--- config.mk ---
export PLATFORM = sky130hd
export DESIGN_NAME = tpm_lookup
export DESIGN_NICKNAME = d
export VERILOG_FILES = /design/src/rtl/tpm_pkg.sv /design/src/rtl/tpm_rst_sync.sv /design/src/rtl/tpm_entry_bank.sv /design/src/rtl/tpm_prio_enc.sv /design/src/rtl/tpm_hop_ram.sv /design/src/rtl/tpm_lookup.sv
export SDC_FILE = /design/constraint.sdc
export NUM_CORES = 1
export LEC_CHECK = 0
export ABC_AREA = 1
export ABC_CLOCK_PERIOD_IN_PS = 1100
export BUFFER_PORTS_ARGS = -buffer_cell sky130_fd_sc_hd__buf_2
export CAP_MARGIN = 20
export CORE_MARGIN = 3
export CORE_UTILIZATION = 41
export CTS_BUF_LIST = sky130_fd_sc_hd__clkbuf_16
export CTS_CLUSTER_SIZE = 20
export DETAILED_ROUTE_END_ITERATION = 10
export GPL_ROUTABILITY_DRIVEN = 0
export HOLD_SLACK_MARGIN = 0.08
export PLACE_DENSITY = 0.62
export SLEW_MARGIN = 20
export SYNTH_ARGS = -nofsm -noshare
export SYNTH_HDL_FRONTEND = slang
export SYNTH_HIERARCHICAL = 1
export SYNTH_SLANG_ARGS = --single-unit
--- constraint.sdc ---
create_clock -name clk -period 1.1 [get_ports clk]
set_clock_uncertainty 0.15 [all_clocks]
set_input_delay 0.11 -clock clk [delete_from_list [all_inputs] [get_ports clk]]
set_output_delay 0.11 -clock clk [all_outputs]
set_load 0.005 [all_outputs]
--- src/rtl/tpm_pkg.sv ---
package tpm_pkg;
  typedef enum logic {
    OP_DELETE = 1'b0,
    OP_INSERT = 1'b1
  } wr_op_e;
endpackage

--- src/rtl/tpm_rst_sync.sv ---
module tpm_rst_sync (
  input  logic clk,
  input  logic rst_n,
  output logic rst_sync_n
);
  logic stage_q;
  logic out_q;

  always_ff @(posedge clk or negedge rst_n) begin
    if (!rst_n) begin
      stage_q <= 1'b0;
      out_q   <= 1'b0;
    end else begin
      stage_q <= 1'b1;
      out_q   <= stage_q;
    end
  end

  assign rst_sync_n = out_q;
endmodule

--- src/rtl/tpm_entry_bank.sv ---
module tpm_entry_bank #(
  parameter int KEY_W   = 8,
  parameter int ENTRIES = 16,
  parameter int IDX_W   = $clog2(ENTRIES)
) (
  input  logic               clk,
  input  logic               rst_n,
  input  logic               wr_en,
  input  logic               wr_ins,
  input  logic [IDX_W-1:0]   wr_slot,
  input  logic [KEY_W-1:0]   wr_value,
  input  logic [KEY_W-1:0]   wr_mask,
  input  logic [KEY_W-1:0]   key,
  output logic [ENTRIES-1:0] valid_vec,
  output logic [ENTRIES-1:0] match_vec
);
  import tpm_pkg::*;

  for (genvar g = 0; g < ENTRIES; g++) begin : g_slot
    logic             sel;
    logic             load;
    logic             vld_q;
    logic             vld_d;
    logic [KEY_W-1:0] val_q;
    logic [KEY_W-1:0] msk_q;
    logic [KEY_W-1:0] diff;

    assign sel  = wr_en && (wr_slot == IDX_W'(g));
    assign load = sel && (wr_op_e'(wr_ins) == OP_INSERT);

    always_comb begin
      vld_d = vld_q;
      if (sel) vld_d = (wr_op_e'(wr_ins) == OP_INSERT);
    end

    always_ff @(posedge clk or negedge rst_n) begin
      if (!rst_n) vld_q <= 1'b0;
      else        vld_q <= vld_d;
    end

    // Pattern storage has no reset; the valid flag gates it.
    always_ff @(posedge clk) begin
      if (load) begin
        val_q <= wr_value & wr_mask;
        msk_q <= wr_mask;
      end
    end

    assign diff         = (key ^ val_q) & msk_q;
    assign match_vec[g] = vld_q && (diff == '0);
    assign valid_vec[g] = vld_q;
  end
endmodule

--- src/rtl/tpm_prio_enc.sv ---
module tpm_prio_enc #(
  parameter int ENTRIES = 16,
  parameter int IDX_W   = $clog2(ENTRIES)
) (
  input  logic [ENTRIES-1:0] req,
  output logic               any,
  output logic [IDX_W-1:0]   idx
);
  always_comb begin
    idx = '0;
    for (int i = ENTRIES - 1; i >= 0; i--) begin
      if (req[i]) idx = IDX_W'(i);
    end
  end

  assign any = |req;
endmodule

--- src/rtl/tpm_hop_ram.sv ---
module tpm_hop_ram #(
  parameter int ENTRIES = 16,
  parameter int HOP_W   = 8,
  parameter int IDX_W   = $clog2(ENTRIES)
) (
  input  logic             clk,
  input  logic             we,
  input  logic [IDX_W-1:0] waddr,
  input  logic [HOP_W-1:0] wdata,
  input  logic [IDX_W-1:0] raddr,
  output logic [HOP_W-1:0] rdata
);
  logic [HOP_W-1:0] mem [ENTRIES];

  always_ff @(posedge clk) begin
    if (we && (int'(waddr) < ENTRIES)) mem[waddr] <= wdata;
  end

  always_comb begin
    rdata = '0;
    if (int'(raddr) < ENTRIES) rdata = mem[raddr];
  end
endmodule

--- src/rtl/tpm_lookup.sv ---
module tpm_lookup #(
  parameter int KEY_W   = 8,
  parameter int ENTRIES = 16,
  parameter int HOP_W   = 8,
  localparam int IDX_W  = $clog2(ENTRIES)
) (
  input  logic             clk,
  input  logic             rst_n,
  input  logic             wr_en,
  input  logic             wr_ins,
  input  logic [IDX_W-1:0] wr_slot,
  input  logic [KEY_W-1:0] wr_value,
  input  logic [KEY_W-1:0] wr_mask,
  input  logic [HOP_W-1:0] wr_hop,
  input  logic             lk_strobe,
  input  logic [KEY_W-1:0] lk_key,
  output logic             res_hit,
  output logic [IDX_W-1:0] res_index,
  output logic [HOP_W-1:0] res_hop
);
  import tpm_pkg::*;

  logic               rst_sync_n;
  logic [ENTRIES-1:0] valid_vec;
  logic [ENTRIES-1:0] match_vec;
  logic               enc_any;
  logic [IDX_W-1:0]   enc_idx;
  logic [HOP_W-1:0]   rd_hop;
  logic               hop_we;

  logic               hit_q,  hit_d;
  logic [IDX_W-1:0]   idx_q,  idx_d;
  logic [HOP_W-1:0]   hop_q,  hop_d;

  tpm_rst_sync u_rst (
    .clk        (clk),
    .rst_n      (rst_n),
    .rst_sync_n (rst_sync_n)
  );

  tpm_entry_bank #(
    .KEY_W   (KEY_W),
    .ENTRIES (ENTRIES),
    .IDX_W   (IDX_W)
  ) u_bank (
    .clk       (clk),
    .rst_n     (rst_sync_n),
    .wr_en     (wr_en),
    .wr_ins    (wr_ins),
    .wr_slot   (wr_slot),
    .wr_value  (wr_value),
    .wr_mask   (wr_mask),
    .key       (lk_key),
    .valid_vec (valid_vec),
    .match_vec (match_vec)
  );

  tpm_prio_enc #(
    .ENTRIES (ENTRIES),
    .IDX_W   (IDX_W)
  ) u_enc (
    .req (match_vec),
    .any (enc_any),
    .idx (enc_idx)
  );

  assign hop_we = wr_en && (wr_op_e'(wr_ins) == OP_INSERT);

  tpm_hop_ram #(
    .ENTRIES (ENTRIES),
    .HOP_W   (HOP_W),
    .IDX_W   (IDX_W)
  ) u_hops (
    .clk   (clk),
    .we    (hop_we),
    .waddr (wr_slot),
    .wdata (wr_hop),
    .raddr (enc_idx),
    .rdata (rd_hop)
  );

  // Next-state: a miss forces index and hop to zero.
  always_comb begin
    hit_d = enc_any;
    idx_d = enc_any ? enc_idx : '0;
    hop_d = enc_any ? rd_hop  : '0;
  end

  // Result register, enabled by the lookup strobe.
  always_ff @(posedge clk or negedge rst_sync_n) begin
    if (!rst_sync_n) begin
      hit_q <= 1'b0;
      idx_q <= '0;
      hop_q <= '0;
    end else if (lk_strobe) begin
      hit_q <= hit_d;
      idx_q <= idx_d;
      hop_q <= hop_d;
    end
  end

  assign res_hit   = hit_q;
  assign res_index = idx_q;
  assign res_hop   = hop_q;
endmodule

==> reports/summary.md, run 1 <==
• 7 — largest driver fanout on the critical path
• flip-flop — startpoint type of the worst setup path
• 142 — number of setup violations in the final report
• u_bank/g_slot[13].vld_q — hold worst-path end
• 12,300 — via count
• 3.21 ns — Final Critical Period
• 0 — max capacitance violation total
• 67.7 mm — wire length of the first global-routing pass
• -2.11 ns — slack of the worst reg-to-reg path
• 36,300 µW — Design Power
• 41.8% — effective utilization at floorplan
• 213 µm — y dimension of the die
• 32 — Worst Reg-to-Reg Cells
• 43 — number of clock buffers inserted by TritonCTS
• 1,666 — cell count after synthesis
• 999 — DR iter-0 viols
• 9 — total count of hold-check failures in the final report
• done — TritonCTS clock tree
• finished, violations left — result of the run
• 53 — number of input and output port buffers inserted
• 3.42% — met3 usage in global routing
• 1,976 — number of nets in the finished design
• u_bank/g_slot[14].val_q[6] — launch instance of the worst register-to-register path
• in -> reg — worst hold path type
• -2.11 ns — min setup slack post-route
• 0 — final antenna diode count
• 54 — I/O pins
• 54.0% — end-of-flow core utilization
• 27,400 µW — cell-internal power
• 22,800 µm² — design area
• edfxtp_1 — slowest stage cell on the critical path
• flip-flop — category of the worst setup path capture point
• 20,100 µm² — cell area after placement
• nand2_1 — cell type with the highest occurrence count on the critical path
• nand2_1 (520), edfxtp_1 (384), inv_1 (205) — leading cell types in the layout, fill and taps excluded
• 25.0% — fraction of layout instances using a drive strength above 1
• 0.38 ns — delay contributed by the slowest stage of the critical path
• 4.93 — vias per inst
• 49.3% — share of total power in sequential cells
• 415 — clock sink count
• 213 µm — Die X
• 3 — Clock Path Buffers
• 30 — maximum number of pins on one net before global-route repair
• 292% — final worst-path cycle share
• 1,707 — Synth Net Count
• 0.57 ns — Clk Latency, worst-skew pair
• 8830 µW — net load switching power
• met2 — busiest layer in global routing
• 10.6 µm² — post-synthesis area per instance
• 3.52 ns — Crit path arrival time
• 311 MHz — peak clock frequency supported by timing
• 34.1% — GR Layer Usage met2
• 0 — DRC violation count after routing
• 38.0% — clock share of power
• 6 — number of iterations in the first detailed-routing pass
• 45.8 mm — final wirelength
• 0 — final antenna-violating net count
• 2 — number of H-tree branching levels
• 42,200 µm² — core region area
• 29.2% — area overhead of the layout relative to synthesis
• 12.8% — logic gate share of total power
• 17,600 µm² — netlist area before placement
• true — unrepaired setup endpoints after global routing
• -0.145 ns — worst slack on hold paths
• 0 — total overflow reported by the global router
• 65.8% — worst slew margin relative to its limit
• 1.41 ns — Required @ worst endpoint
• 2 — number of antenna violations at the first check in global routing
• 0.513 ns — Slew @ Worst Pin
• 1.34 mV — largest vdd supply drop
• -58.76 ns — Setup TNS
• 6 — synthesis warning total
• 18.3 µm — Routed WL per cell
• reg -> reg — start-to-end type of the worst setup path
• 28.6 mm — Post-DP HPWL
• 19.6% — Tot GR Track Use
• res_hop[2] — worst flop-to-flop path endpoint
• 1590 nW/µm² — Power Dens Cells
• 12,200 — vias in the first global route
• negative hold slack, negative setup slack — failing checks
• 45,600 µm² — area of the die
• 75 — total number of placement rows
• wr_slot[0] — startpoint of the worst hold path
• clkbuf_16 — clk root buf
• 0 — count of pins over their slew limit
• 0.06 ns — clock-pin slew on the worst setup and hold paths
• 24.4% — Switching Share
• 4 — cell depth of the worst min-delay path
• nand2_1 — most common cell after layout, fill and taps aside
• 24.4% — GR Layer Usage met1
• 0.00966 µW — LEAKAGE
-- registers in the layout, summed over array words and instances, names as in the netlist --
| name | flops |
|---|---|
| u_hops/mem | 128 |
| res_hop | 8 |
| u_bank/g_slot.msk_q | 128 |
| res_index | 4 |
| u_rst/rst_sync_n | 1 |
| u_bank/g_slot.vld_q | 16 |
| u_rst/stage_q | 1 |
| u_bank/g_slot.val_q | 128 |
| res_hit | 1 |
-- layer usage --
layer / wire (µm) / up-vias
li1: - / 5970
met1: 18800 / 5887
met2: 22700 / 380
met3: 2460 / 104
met4: 1860 / 4
met5: 21 / -
-- how the worst max path moves through the flow --
stage	slack, ns	to	from
floorplan	-1.46	res_hop[5]	u_bank/g_slot[13].val_q[6]
global placement	-2.06	res_hop[0]	lk_key[6]
detailed placement	-2.10	res_hop[1]	lk_key[6]
CTS	-2.00	res_hop[6]	u_bank/g_slot[15].val_q[6]
global route	-2.41	res_hop[4]	u_bank/g_slot[14].val_q[6]
finish	-2.11	res_hop[2]	u_bank/g_slot[14].val_q[6]
-- layout make-up --
type                            count  area (µm²)
Timing Repair Buffer              275        2840
Inverter                          226         911
Multi-Input combinational cell    972        4720
Sequential cell                   415       12300
Tap cell                          539         674
Clock buffer                       43        1080
Fill cell                        3582       19400
Timing Repair inverter              2        13.8
Clock inverter                     32         239
-- power by group through the flow --
| stage | clock network, µW | registers, µW | logic (µW) |
|---|---|---|---|
| 2_1_floorplan | 0 | 18100 | 2010 |
| 3_3_place_gp | 0 | 18200 | 3490 |
| 3_5_place_dp | 0 | 18200 | 3560 |
| 4_1_cts | 14100 | 17900 | 3980 |
| 5_1_grt | 14700 | 17900 | 5030 |
| 6_report | 13800 | 17900 | 4630 |
-- repair_timing --
| action | in CTS | in global routing |
|---|---|---|
| setup endpoints to repair | 26 | 280 |
| buffers inserted | 10 | 20 |
| gates cloned | 3 | 14 |
| hold buffers | 34 | 3 |
| gates resized for setup | 30 | 84 |
| endpoints found under the hold margin | 483 | 45 |
| pin swaps | 11 | 62 |
-- per-stage QoR --
| stage | setup slack [ns] | instances |
|---|---|---|
| final | -2.11 | 2504 |
| after global routing | -2.41 | 2504 |
| after global placement | -2.06 | 2353 |
| after floorplan | -1.46 | 1666 |
| after CTS | -2.00 | 2475 |
| after detailed placement | -2.10 | 2353 |
-- worst max-delay path, delay by kind of cell (launching register included) --
kind            cells  cell delay, ns
compound gates      1            0.27
buf+inv             4            0.60
flops               1            0.38
simple gates       27            1.66
(Power assumes the default switching activity.)
==> run 2: changes to the inputs <==
Settings changed: REMOVE_ABC_BUFFERS set to 1.
==> run 2 against run 1 <==
  * The flow still finishes with violations (negative hold slack, negative setup slack)
  * Critical endpoint is now res_hop[4]
  * Global-route usage is 0.32 points higher
  * Die area is the same
  * Critical path type unchanged
  * Core utilization fell by 0.16 points
  * Worst hold slack better by 0.054 ns
  * First-iteration DRC count is 6.5% lower
  * Combinational power grew 3%
  * Via count rose by 1.7%
  * Routed wire length is 0.67% lower
  * Largest power group unchanged
  * Clock power about the same
  * Sequential share of layout area is 0.15 points higher
  * Sequential power is essentially flat
  * Largest cell class unchanged
==> reports/summary.md, run 2 (synthesized netlist as in run 1, its figures left out) <==
• 19.9% — Tot GR Track Use, +0.32 points
• finished, violations left — result of the run
• flip-flop — startpoint type of the worst setup path
• 0 — total overflow reported by the global router, unchanged
• 0 — number of antenna violations at the first check in global routing, -2
• 0.06 ns — clock-pin slew on the worst setup and hold paths, about the same
• 68.8 mm — wire length of the first global-routing pass, +1.7%
• 1.40 ns — Required @ worst endpoint, about the same
• 934 — DR iter-0 viols, -6.5%
• 8870 µW — net load switching power, +0.37%
• 12,600 — via count, +1.7%
• 2.71% — met3 usage in global routing, -0.72 points
• flip-flop — category of the worst setup path capture point
• 13.1% — logic gate share of total power, +0.3 points
• 34.8% — GR Layer Usage met2, +0.72 points
• true — unrepaired setup endpoints after global routing
• 12 — total count of hold-check failures in the final report, +3
• 45,600 µm² — area of the die, unchanged
• nand2_1 (526), edfxtp_1 (384), inv_1 (213) — leading cell types in the layout, fill and taps excluded
• 0 — final antenna-violating net count, unchanged
• 37.7% — clock share of power, -0.3 points
• 2 — number of H-tree branching levels, unchanged
• 3.18 ns — Final Critical Period, -0.0312 ns
• 0 — max capacitance violation total, unchanged
• negative hold slack, negative setup slack — failing checks
• -0.0918 ns — worst slack on hold paths, +0.0536 ns
• 0 — count of pins over their slew limit, unchanged
• 0.00981 µW — LEAKAGE, +1.6%
• wr_ins — startpoint of the worst hold path
• reg -> reg — start-to-end type of the worst setup path
• 0.58 ns — Clk Latency, worst-skew pair, about the same
• 0.547 ns — Slew @ Worst Pin, +0.0344 ns
• 213 µm — Die X, unchanged
• 0 — DRC violation count after routing, unchanged
• -56.35 ns — Setup TNS, +2.42 ns
• 1600 nW/µm² — Power Dens Cells, +0.20%
• -2.08 ns — slack of the worst reg-to-reg path, +0.03 ns
• 30 — maximum number of pins on one net before global-route repair, unchanged
• 24.9% — fraction of layout instances using a drive strength above 1, -0.16 points
• 289% — final worst-path cycle share, -2.8 points
• 45 — number of clock buffers inserted by TritonCTS, +4.7%
• 28.8% — area overhead of the layout relative to synthesis
• 4.96 — vias per inst, +0.58%
• 9 — largest driver fanout on the critical path, +2
• 27,400 µW — cell-internal power, -0.24%
• in -> reg — worst hold path type
• 12,300 — vias in the first global route, +0.92%
• 24.5% — Switching Share, +0.11 points
• -2.08 ns — min setup slack post-route, +0.0312 ns
• 63.5% — worst slew margin relative to its limit, -2.3 points
• 53.8% — end-of-flow core utilization, -0.16 points
• 29.4 mm — Post-DP HPWL, +2.6%
• 415 — clock sink count, unchanged
• 36,200 µW — Design Power, about the same
• 25.1% — GR Layer Usage met1, +0.76 points
• 315 MHz — peak clock frequency supported by timing, +0.98%
• u_bank/g_slot[13].val_q[5] — launch instance of the worst register-to-register path
• clkbuf_16 — clk root buf
• 110 — number of setup violations in the final report, -23%
• edfxtp_1 — slowest stage cell on the critical path
• 3.48 ns — Crit path arrival time, -0.04 ns
• nand2_1 — cell type with the highest occurrence count on the critical path
• 45.5 mm — final wirelength, -0.67%
• 54 — I/O pins, unchanged
• done — TritonCTS clock tree
• 213 µm — y dimension of the die, unchanged
• 5 — number of iterations in the first detailed-routing pass, -1
• u_bank/g_slot[13].val_q[5] — Critical path origin
• 0 — final antenna diode count, unchanged
• 49.2% — share of total power in sequential cells, about the same
• 42,200 µm² — core region area, unchanged
• 3 — Clock Path Buffers, unchanged
• 53 — number of input and output port buffers inserted, unchanged
• 17.9 µm — Routed WL per cell, -1.8%
• 0.37 ns — delay contributed by the slowest stage of the critical path, about the same
• met2 — busiest layer in global routing
• 75 — total number of placement rows, unchanged
• 1.20 mV — largest vdd supply drop, -11%
• 22,700 µm² — design area, -0.30%
• 41.8% — effective utilization at floorplan, unchanged
• nand2_1 — most common cell after layout, fill and taps aside
• u_bank/g_slot.msk_q: 128 flops, u_bank/g_slot.val_q: 128 flops, u_hops/mem: 128 flops — registers with the highest flip-flop counts
• 1,999 — number of nets in the finished design, +1.2%
• 19,800 µm² — cell area after placement, -1.7%
[run 2: cell types whose count changed in the layout (fill, tap and decap cells not counted), sizes merged]
| cell | before | now |
|---|---|---|
| clkbuf | 55 | 50 |
| clkinvlp | 8 | 7 |
| buf | 229 | 259 |
| bufinv | 3 | 1 |
| inv | 230 | 237 |
| dlygate4sd3 | 32 | 33 |
| dlymetal6s2s | 1 | 0 |
[run 2: area by class of cell]
| class | count | area (µm²) |
|---|---|---|
| fill | 3606 | 19500 |
| multi-input combinational | 972 | 4600 |
| inverter | 226 | 906 |
| clock buffer | 45 | 1130 |
| sequential | 415 | 12300 |
| timing repair buffer | 298 | 2900 |
| clock inverter | 38 | 209 |
| tap | 539 | 674 |
[run 2: what timing repair did]
action / in CTS / in global routing
gates cloned: 4 / 5
endpoints found under the setup margin: 26 / 219
hold buffers: 40 / 5
setup buffers: 22 / 11
resized for setup: 88 / 89
hold endpoints to repair: 433 / 31
pin swaps: 27 / 42
[run 2: worst max-delay path, delay by kind of cell (launching register included)]
family,cells,cell delay (ns)
simple gates,24,1.92
flops,1,0.37
buf+inv,4,0.42
compound gates,1,0.19
[run 2: metrics by stage]
stage               hold WS [ns]  setup WS [ns]  std cells
detailed placement        -0.252          -2.24       2373
finish                   -0.0918          -2.08       2533
global route             -0.0776          -2.28       2533
CTS                       -0.129          -2.00       2522
floorplan                 -0.336          -3.48       1613
global placement          -0.254          -2.16       2373
[run 2: worst paths after layout]
check / depth (start not counted) / end
worst max register to register: 29 / res_hop[4]
max in group asynchronous: 3 / u_rst/stage_q
worst min register to register: 1 / res_hop[2]
worst min-delay path: 5 / u_bank/g_slot[11].vld_q
worst max-delay path: 29 / res_hop[4]
min in group asynchronous: 1 / res_hop[2]
[run 2: layer usage]
layer | routed length (µm) | up-vias
met5 | 0 | -
met4 | 1910 | 0
met3 | 2390 | 106
met2 | 22700 | 387
met1 | 18400 | 6036
li1 | - | 6031
[run 2: power groups by stage]
stage / Combinational (µW) / Sequential, µW / Clock [µW]
after floorplan: 1620 / 18100 / 0
after global placement: 3500 / 18100 / 0
after detailed placement: 3550 / 18200 / 0
after CTS: 4340 / 17800 / 14000
after global routing: 5140 / 17900 / 14600
final: 4760 / 17800 / 13600
